--- src/rtl/dma_seq_pkg.sv ---
package dma_seq_pkg;
  typedef enum logic [2:0] {
    ST_IDLE,
    ST_FETCH,
    ST_WAIT,
    ST_READ,
    ST_WRITE,
    ST_CLOSE
  } dma_state_e;

  localparam logic [1:0] DIR_M2M = 2'b00;
  localparam logic [1:0] DIR_RSV = 2'b11;
endpackage

--- src/rtl/dma_req_sync.sv ---
module dma_req_sync #(
  parameter int SYNC_STAGES = 2
) (
  input  logic clk_i,
  input  logic rst_ni,
  input  logic dreq_i,
  input  logic edge_mode_i,
  input  logic arm_i,
  input  logic consume_i,
  input  logic clear_i,
  output logic req_o
);
  logic [SYNC_STAGES-1:0] sync_q;
  logic prev_q;
  logic pend_q;
  logic rise;

  assign rise = sync_q[SYNC_STAGES-1] & ~prev_q;

  always_ff @(posedge clk_i or negedge rst_ni) begin
    if (!rst_ni) begin
      sync_q <= '0;
      prev_q <= 1'b0;
      pend_q <= 1'b0;
    end else begin
      sync_q <= {sync_q[SYNC_STAGES-2:0], dreq_i};
      prev_q <= sync_q[SYNC_STAGES-1];
      // a new edge wins over a consume in the same cycle
      if (clear_i)            pend_q <= 1'b0;
      else if (rise && arm_i) pend_q <= 1'b1;
      else if (consume_i)     pend_q <= 1'b0;
    end
  end

  assign req_o = edge_mode_i ? pend_q : sync_q[SYNC_STAGES-1];
endmodule

--- src/rtl/dma_ptr_unit.sv ---
module dma_ptr_unit #(
  parameter int AW   = 32,
  parameter int STEP = 4
) (
  input  logic          clk_i,
  input  logic          rst_ni,
  input  logic          load_i,
  input  logic [AW-1:0] init_i,
  input  logic          step_i,
  input  logic          inc_en_i,
  output logic [AW-1:0] ptr_o
);
  always_ff @(posedge clk_i or negedge rst_ni) begin
    if (!rst_ni)                  ptr_o <= '0;
    else if (load_i)              ptr_o <= init_i;
    else if (step_i && inc_en_i)  ptr_o <= ptr_o + AW'(STEP);
  end
endmodule

--- src/rtl/dma_seq_ctrl.sv ---
module dma_seq_ctrl
  import dma_seq_pkg::*;
#(
  parameter int AW          = 32,
  parameter int DW          = 32,
  parameter int CW          = 16,
  parameter int SYNC_STAGES = 2
) (
  input  logic          clk_i,
  input  logic          rst_ni,
  input  logic          start_i,
  input  logic          stop_i,
  input  logic          cfg_src_inc_i,
  input  logic          cfg_dst_inc_i,
  input  logic          cfg_ext_req_i,
  input  logic          cfg_done_resume_i,
  input  logic          cfg_req_edge_i,
  input  logic [1:0]    cfg_dir_i,
  output logic          desc_req_o,
  input  logic          desc_ack_i,
  input  logic          desc_valid_i,
  input  logic [CW-1:0] desc_count_i,
  input  logic [AW-1:0] desc_src_i,
  input  logic [AW-1:0] desc_dst_i,
  output logic          desc_wb_o,
  output logic [CW-1:0] desc_wb_count_o,
  output logic          desc_wb_by_done_o,
  output logic          bus_req_o,
  output logic          bus_we_o,
  output logic [AW-1:0] bus_addr_o,
  output logic [DW-1:0] bus_wdata_o,
  input  logic [DW-1:0] bus_rdata_i,
  input  logic          bus_ack_i,
  input  logic          dreq_i,
  output logic          dack_o,
  input  logic          done_i,
  output logic          busy_o,
  output logic          err_o
);
  localparam int STEP = DW / 8;
  localparam int NSIDE = 2;

  dma_state_e state_q, state_d;
  logic [CW-1:0] count_q;
  logic [DW-1:0] data_q;
  logic by_done_q, stop_pend_q, done_pend_q, err_q;

  logic done_en, done_hit, stop_any, req_seen, req_go;
  logic fetch_load, req_consume, req_clear, enter_close;

  logic [NSIDE-1:0][AW-1:0] ptr_init, ptr_q;
  logic [NSIDE-1:0] ptr_step, ptr_inc;

  // terminate is honoured only when paced and a peripheral side exists
  assign done_en  = cfg_ext_req_i && (cfg_dir_i != DIR_M2M) && (cfg_dir_i != DIR_RSV);
  assign done_hit = done_en && (done_i || done_pend_q);
  assign stop_any = stop_i || stop_pend_q;
  assign req_go   = !cfg_ext_req_i || req_seen;

  always_comb begin
    state_d = state_q;
    case (state_q)
      ST_IDLE:  if (start_i && cfg_dir_i != DIR_RSV) state_d = ST_FETCH;
      ST_FETCH: begin
        if (stop_any)        state_d = ST_IDLE;
        else if (desc_ack_i) state_d = desc_valid_i ? ST_WAIT : ST_IDLE;
      end
      ST_WAIT: begin
        if (stop_any)            state_d = ST_IDLE;
        else if (done_hit)       state_d = ST_CLOSE;
        else if (count_q == '0)  state_d = ST_CLOSE;
        else if (req_go)         state_d = ST_READ;
      end
      ST_READ:  if (bus_ack_i) state_d = ST_WRITE;
      ST_WRITE: begin
        if (bus_ack_i) begin
          if (done_hit || count_q == CW'(1)) state_d = ST_CLOSE;
          else if (stop_any)                  state_d = ST_IDLE;
          else                                state_d = ST_WAIT;
        end
      end
      ST_CLOSE: begin
        if ((by_done_q && !cfg_done_resume_i) || stop_any) state_d = ST_IDLE;
        else                                                state_d = ST_FETCH;
      end
      default:  state_d = ST_IDLE;
    endcase
  end

  assign fetch_load  = (state_q == ST_FETCH) && desc_ack_i && !stop_any;
  assign enter_close = (state_d == ST_CLOSE) && (state_q != ST_CLOSE);
  assign req_consume = (state_q == ST_WAIT) && (state_d == ST_READ);
  assign req_clear   = (state_q == ST_IDLE) || (enter_close && done_hit);

  always_ff @(posedge clk_i or negedge rst_ni) begin
    if (!rst_ni) begin
      state_q     <= ST_IDLE;
      count_q     <= '0;
      data_q      <= '0;
      by_done_q   <= 1'b0;
      stop_pend_q <= 1'b0;
      done_pend_q <= 1'b0;
      err_q       <= 1'b0;
    end else begin
      state_q <= state_d;
      if (state_q == ST_IDLE && start_i) err_q <= (cfg_dir_i == DIR_RSV);
      if (fetch_load) count_q <= desc_count_i;
      else if (state_q == ST_WRITE && bus_ack_i) count_q <= count_q - CW'(1);
      if (state_q == ST_READ && bus_ack_i) data_q <= bus_rdata_i;
      if (enter_close) by_done_q <= done_hit;
      if (state_q == ST_IDLE) stop_pend_q <= 1'b0;
      else if (stop_i)        stop_pend_q <= 1'b1;
      if (state_d == ST_CLOSE || state_d == ST_IDLE) done_pend_q <= 1'b0;
      else if (state_q != ST_IDLE && done_en && done_i) done_pend_q <= 1'b1;
    end
  end

  dma_req_sync #(.SYNC_STAGES(SYNC_STAGES)) u_req (
    .clk_i       (clk_i),
    .rst_ni      (rst_ni),
    .dreq_i      (dreq_i),
    .edge_mode_i (cfg_req_edge_i),
    .arm_i       (state_q != ST_IDLE),
    .consume_i   (req_consume),
    .clear_i     (req_clear),
    .req_o       (req_seen)
  );

  assign ptr_init[0] = desc_src_i;
  assign ptr_init[1] = desc_dst_i;
  assign ptr_step[0] = (state_q == ST_READ)  && bus_ack_i;
  assign ptr_step[1] = (state_q == ST_WRITE) && bus_ack_i;
  assign ptr_inc     = {cfg_dst_inc_i, cfg_src_inc_i};

  for (genvar g = 0; g < NSIDE; g++) begin : g_side
    dma_ptr_unit #(.AW(AW), .STEP(STEP)) u_ptr (
      .clk_i    (clk_i),
      .rst_ni   (rst_ni),
      .load_i   (fetch_load),
      .init_i   (ptr_init[g]),
      .step_i   (ptr_step[g]),
      .inc_en_i (ptr_inc[g]),
      .ptr_o    (ptr_q[g])
    );
  end

  assign desc_req_o        = (state_q == ST_FETCH);
  assign bus_req_o         = (state_q == ST_READ) || (state_q == ST_WRITE);
  assign bus_we_o          = (state_q == ST_WRITE);
  assign bus_addr_o        = bus_we_o ? ptr_q[1] : ptr_q[0];
  assign bus_wdata_o       = data_q;
  assign dack_o            = ((state_q == ST_READ) && cfg_dir_i[1]) ||
                             ((state_q == ST_WRITE) && cfg_dir_i[0]);
  assign desc_wb_o         = (state_q == ST_CLOSE);
  assign desc_wb_count_o   = count_q;
  assign desc_wb_by_done_o = by_done_q;
  assign busy_o            = (state_q != ST_IDLE);
  assign err_o             = err_q;
endmodule

--- config.mk ---
export PLATFORM = sky130hd
export DESIGN_NAME = dma_seq_ctrl
export DESIGN_NICKNAME = d
export VERILOG_FILES = /design/src/rtl/dma_seq_pkg.sv /design/src/rtl/dma_req_sync.sv /design/src/rtl/dma_ptr_unit.sv /design/src/rtl/dma_seq_ctrl.sv
export SDC_FILE = /design/constraint.sdc
export NUM_CORES = 1
export LEC_CHECK = 0
export ABC_AREA = 1
export BUFFER_PORTS_ARGS = -buffer_cell sky130_fd_sc_hd__buf_2
export CAP_MARGIN = 20
export CORE_AREA = 3 3 144 146
export DETAILED_ROUTE_END_ITERATION = 6
export DIE_AREA = 0 0 147 149
export GPL_ROUTABILITY_DRIVEN = 0
export PLACE_DENSITY_LB_ADDON = 0.25
export SYNTH_ARGS = -nofsm -noshare
export SYNTH_HDL_FRONTEND = slang
export SYNTH_SLANG_ARGS = --single-unit
--- constraint.sdc ---
create_clock -name clk_i -period 2.2 [get_ports clk_i]
set_input_delay 0.22 -clock clk_i [delete_from_list [all_inputs] [get_ports clk_i]]
set_output_delay 0.22 -clock clk_i [all_outputs]
set_load 0.005 [all_outputs]
==> metrics.md <==
| Metric | Value |
|---|---|
| Status | completed |
| Clock power share | between 20% and 30% |
| Ports | roughly 220 |
| Met1 Routed Length | around 11 mm |
| CP Max Fanout | 54 |
| Synth Instances | ~1,100 |
| Max-slew violation total from the final report | 0 |
| Crit Path Class | reg2out |
| Crit start category | register |
| Fill count | 2,016 |
| Die Span Y | 149 µm |
| P&R area growth vs syn | 26.4% |
| DRT Pass-1 Iters | 5 |
| DR iter-0 viols | slightly above 600 |
| Routed wire length | 25.6 mm |
| Post-synth top area cell | dfrtp_1 |
| CTS Root Buffer Type | clkbuf_16 |
| Pwr Density | between 1000 and 1500 nW/µm² |
| Longest Clk Path Bufs | 2 |
| Async S/R FF share, synth | 100% |
| Clock Latency Late Sink | ~0.43 ns |
| Met3 wire len | about 2.1 mm |
| Hold slack | 0.0157 ns |
| Switching part of the total | 40.8% |
| Yosys top cell area share | just under 40% |
| Die Area | between 20,000 and 25,000 µm² |
| Routed wire per std cell | approximately 16 µm |
| Switching Power | ~4400 µW |
| Worst endpoint required time | approximately 2.0 ns |
| Worst Setup Slack, final | 0.138 ns |
| Pre-CTS setup slack | between 0.2 and 0.3 ns |
| Combinational Power Share | roughly 36% |
| Via count | approximately 8,100 |
| Most frequent cell after synthesis | nand2_1 |
| Clk sinks | 123 |
| Nets | ~1,400 |
| Layout cell share with drive strength beyond 1 | 25.7% |
| Ys Warns | 0 |
| Post-route ant nets | 0 |
| Slew @ Worst Pin | 0.592 ns |
| Total grt overflow | 0 |
| H-tree levels | 4 |
| Register area share after synthesis | approximately two fifths |
| CP arrival | between 1.5 and 2 ns |
| P_leak | between 0.004 and 0.005 µW |
| Initial antenna violation count | 1 |
| Fin crit period | 2.06 ns |
| Post-DP HPWL | 19.3 mm |
| Sequential share of power | approximately 37% |
| CTS Buf Count | 17 |
| Vias per cell | around 5.2 |
| WL met2 | between 10 and 15 mm |
| Starting Density | roughly two fifths |
| Core area | roughly 20,000 µm² |
| Synth cell count leaders | 260 x nand2_1, 123 x dfrtp_1, 114 x inv_1 |
| Total Power | about 11,000 µW |
| Chip Width | between 100 and 150 µm |
| Worst vdd ir | slightly below 0.0006 V |
| Final setup fails | 0 |
| Headroom to the max-slew limit | approximately 60% |
| RSZ-0062 raised after global routing | yes |
| Std-Cell Rows | 51 |
| Crit. End Element | output pin |
| #FFs+latches synth | between 100 and 150 |
| Ranking of synthesized cells by area | dfrtp_1 40%, nand2_1 13%, o21ai_0 6.3% |
| Hold crit path type | in2reg |
| Clock skew | approximately 0.013 ns |
| Uppermost layer routed | met4 |
| PortBufs | about 220 |
| Vias in the first global route | 7,797 |
| P_int | around 6400 µW |
| Pin count of the biggest net entering global routing | 76 |
| Post-synth EDFFs | 0 |
| Syn_nets | ~1,200 |
| Syn Std Cell Area | around 7800 µm² |
| Max Cap Viol | 0 |
| Avg Cell Area, Syn | approximately 7.3 µm² |
| Gr usage total | 23.2% |
| First-pass GRT wire length | just over 40 mm |
| Ys flop type | dfrtp_1 |
| CTS tree | built |
| Clock slew at reported path FFs | 0.07 ns |
| Crit share post-route | 93.7% |
| DRC | 0 |
| Final Hold Fails | 0 |
| Netlist cell types | 48 |
| Fmax achieved | ~0.48 GHz |
[sequential cells by signal (all words and copies together), names as in the netlist]
signal and count:
u_req.pend_q 1, desc_wb_count_o 16, err_o 1, stop_pend_q 1, bus_wdata_o 32, state_q 3
desc_wb_by_done_o 1, u_req.sync_q 2, g_side.u_ptr.ptr_o 64, done_pend_q 1, u_req.prev_q 1
[cells by family after synthesis]
| kind of cell | Yosys count | synth area share, % |
|---|---|---|
| xor+xnor | 19 | 2.14 |
| simple gates | 531 | 30.3 |
| fa+ha+maj | 5 | 0.805 |
| buf+inv | 163 | 8.69 |
| flops | 123 | 39.6 |
| compound gates | 190 | 13.8 |
| mux | 32 | 4.64 |
[placed cells by master, fill, tap and decap left out, types with 16 or more instances in the layout]
cell type	count
nand4_1	17
o21ai_1	35
nand2_1	260
o21ai_0	85
nand3_1	77
inv_1	114
mux2_2	32
xor2_1	16
buf_2	214
clkbuf_16	17
o22ai_1	19
nor2_1	113
dfrtp_1	123
nor3_1	26
[final cells by class]
cell class	count	area [µm²]	share of cell area (%)
tap	265	332	3.37
timing repair buffer	237	1330	13.5
clock inverter	15	173	1.76
sequential	123	3080	31.3
inverter	122	460	4.69
multi-input combinational	777	4030	41.0
clock buffer	17	425	4.33
antenna	1	2.50	0.0255
[stage by stage]
step | setup TNS, ns | cells | cell area, µm² | util (%)
global route | -0.0515 | 1557 | 9830 | 50.3
detailed placement | 0 | 1519 | 9170 | 47.0
global placement | 0 | 1519 | 9170 | 47.0
finish | 0 | 1557 | 9830 | 50.3
floorplan | 0 | 1063 | 7770 | -
CTS | 0 | 1556 | 9820 | 50.3
[worst paths after layout]
path	startpoint	to	slack, ns	cells past startpoint
max in group asynchronous	rst_ni	stop_pend_q$_DFFE_PN0P_	1.44	3
min in group asynchronous	rst_ni	g_side[1].u_ptr.ptr_o[21]$_DFFE_PN0P_	0.33	3
hold / removal	desc_src_i[0]	g_side[0].u_ptr.ptr_o[0]$_DFFE_PN0P_	0.02	3
hold reg to reg	u_req.sync_q[0]$_DFF_PN0_	u_req.sync_q[1]$_DFF_PN0_	0.35	0
setup reg to reg	state_q[1]$_DFF_PN0_	g_side[0].u_ptr.ptr_o[19]$_DFFE_PN0P_	0.21	6
setup / recovery	state_q[1]$_DFF_PN0_	bus_addr_o[8]	0.14	5
[metal layers]
metal  vias up  global-route usage, %
li1       3944                      -
met3        52                   5.59
met4         0                   8.99
met5         -                      0
met1      3731                   29.8
met2       337                   38.0
[critical path, stage by stage (launching register included)]
cell and delay [ns]:
dfrtp_1 0.47, nor2_4 0.17, nand2_4 0.13, buf_12 0.22
o21ai_0 0.25, buf_2 0.17
[timing repair]
item / in CTS / in global routing
pin swaps: 0 / 0
setup buffers: 0 / 0
endpoints found under the hold margin: 127 / 0
endpoints found under the setup margin: 1 / 13
gates resized for setup: 1 / 13
hold buffers: 5 / 0
[power groups by stage]
stage                     Combinational, µW  Sequential, µW  Clock, µW
after global placement                 3830            4010          0
after detailed placement               3880            4020          0
after floorplan                        2390            3810          0
final                                  3910            4000       2880
after global routing                   4410            4130       3030
after CTS                              3910            3990       2930
No activity file was read; power rests on OpenSTA's default activity.
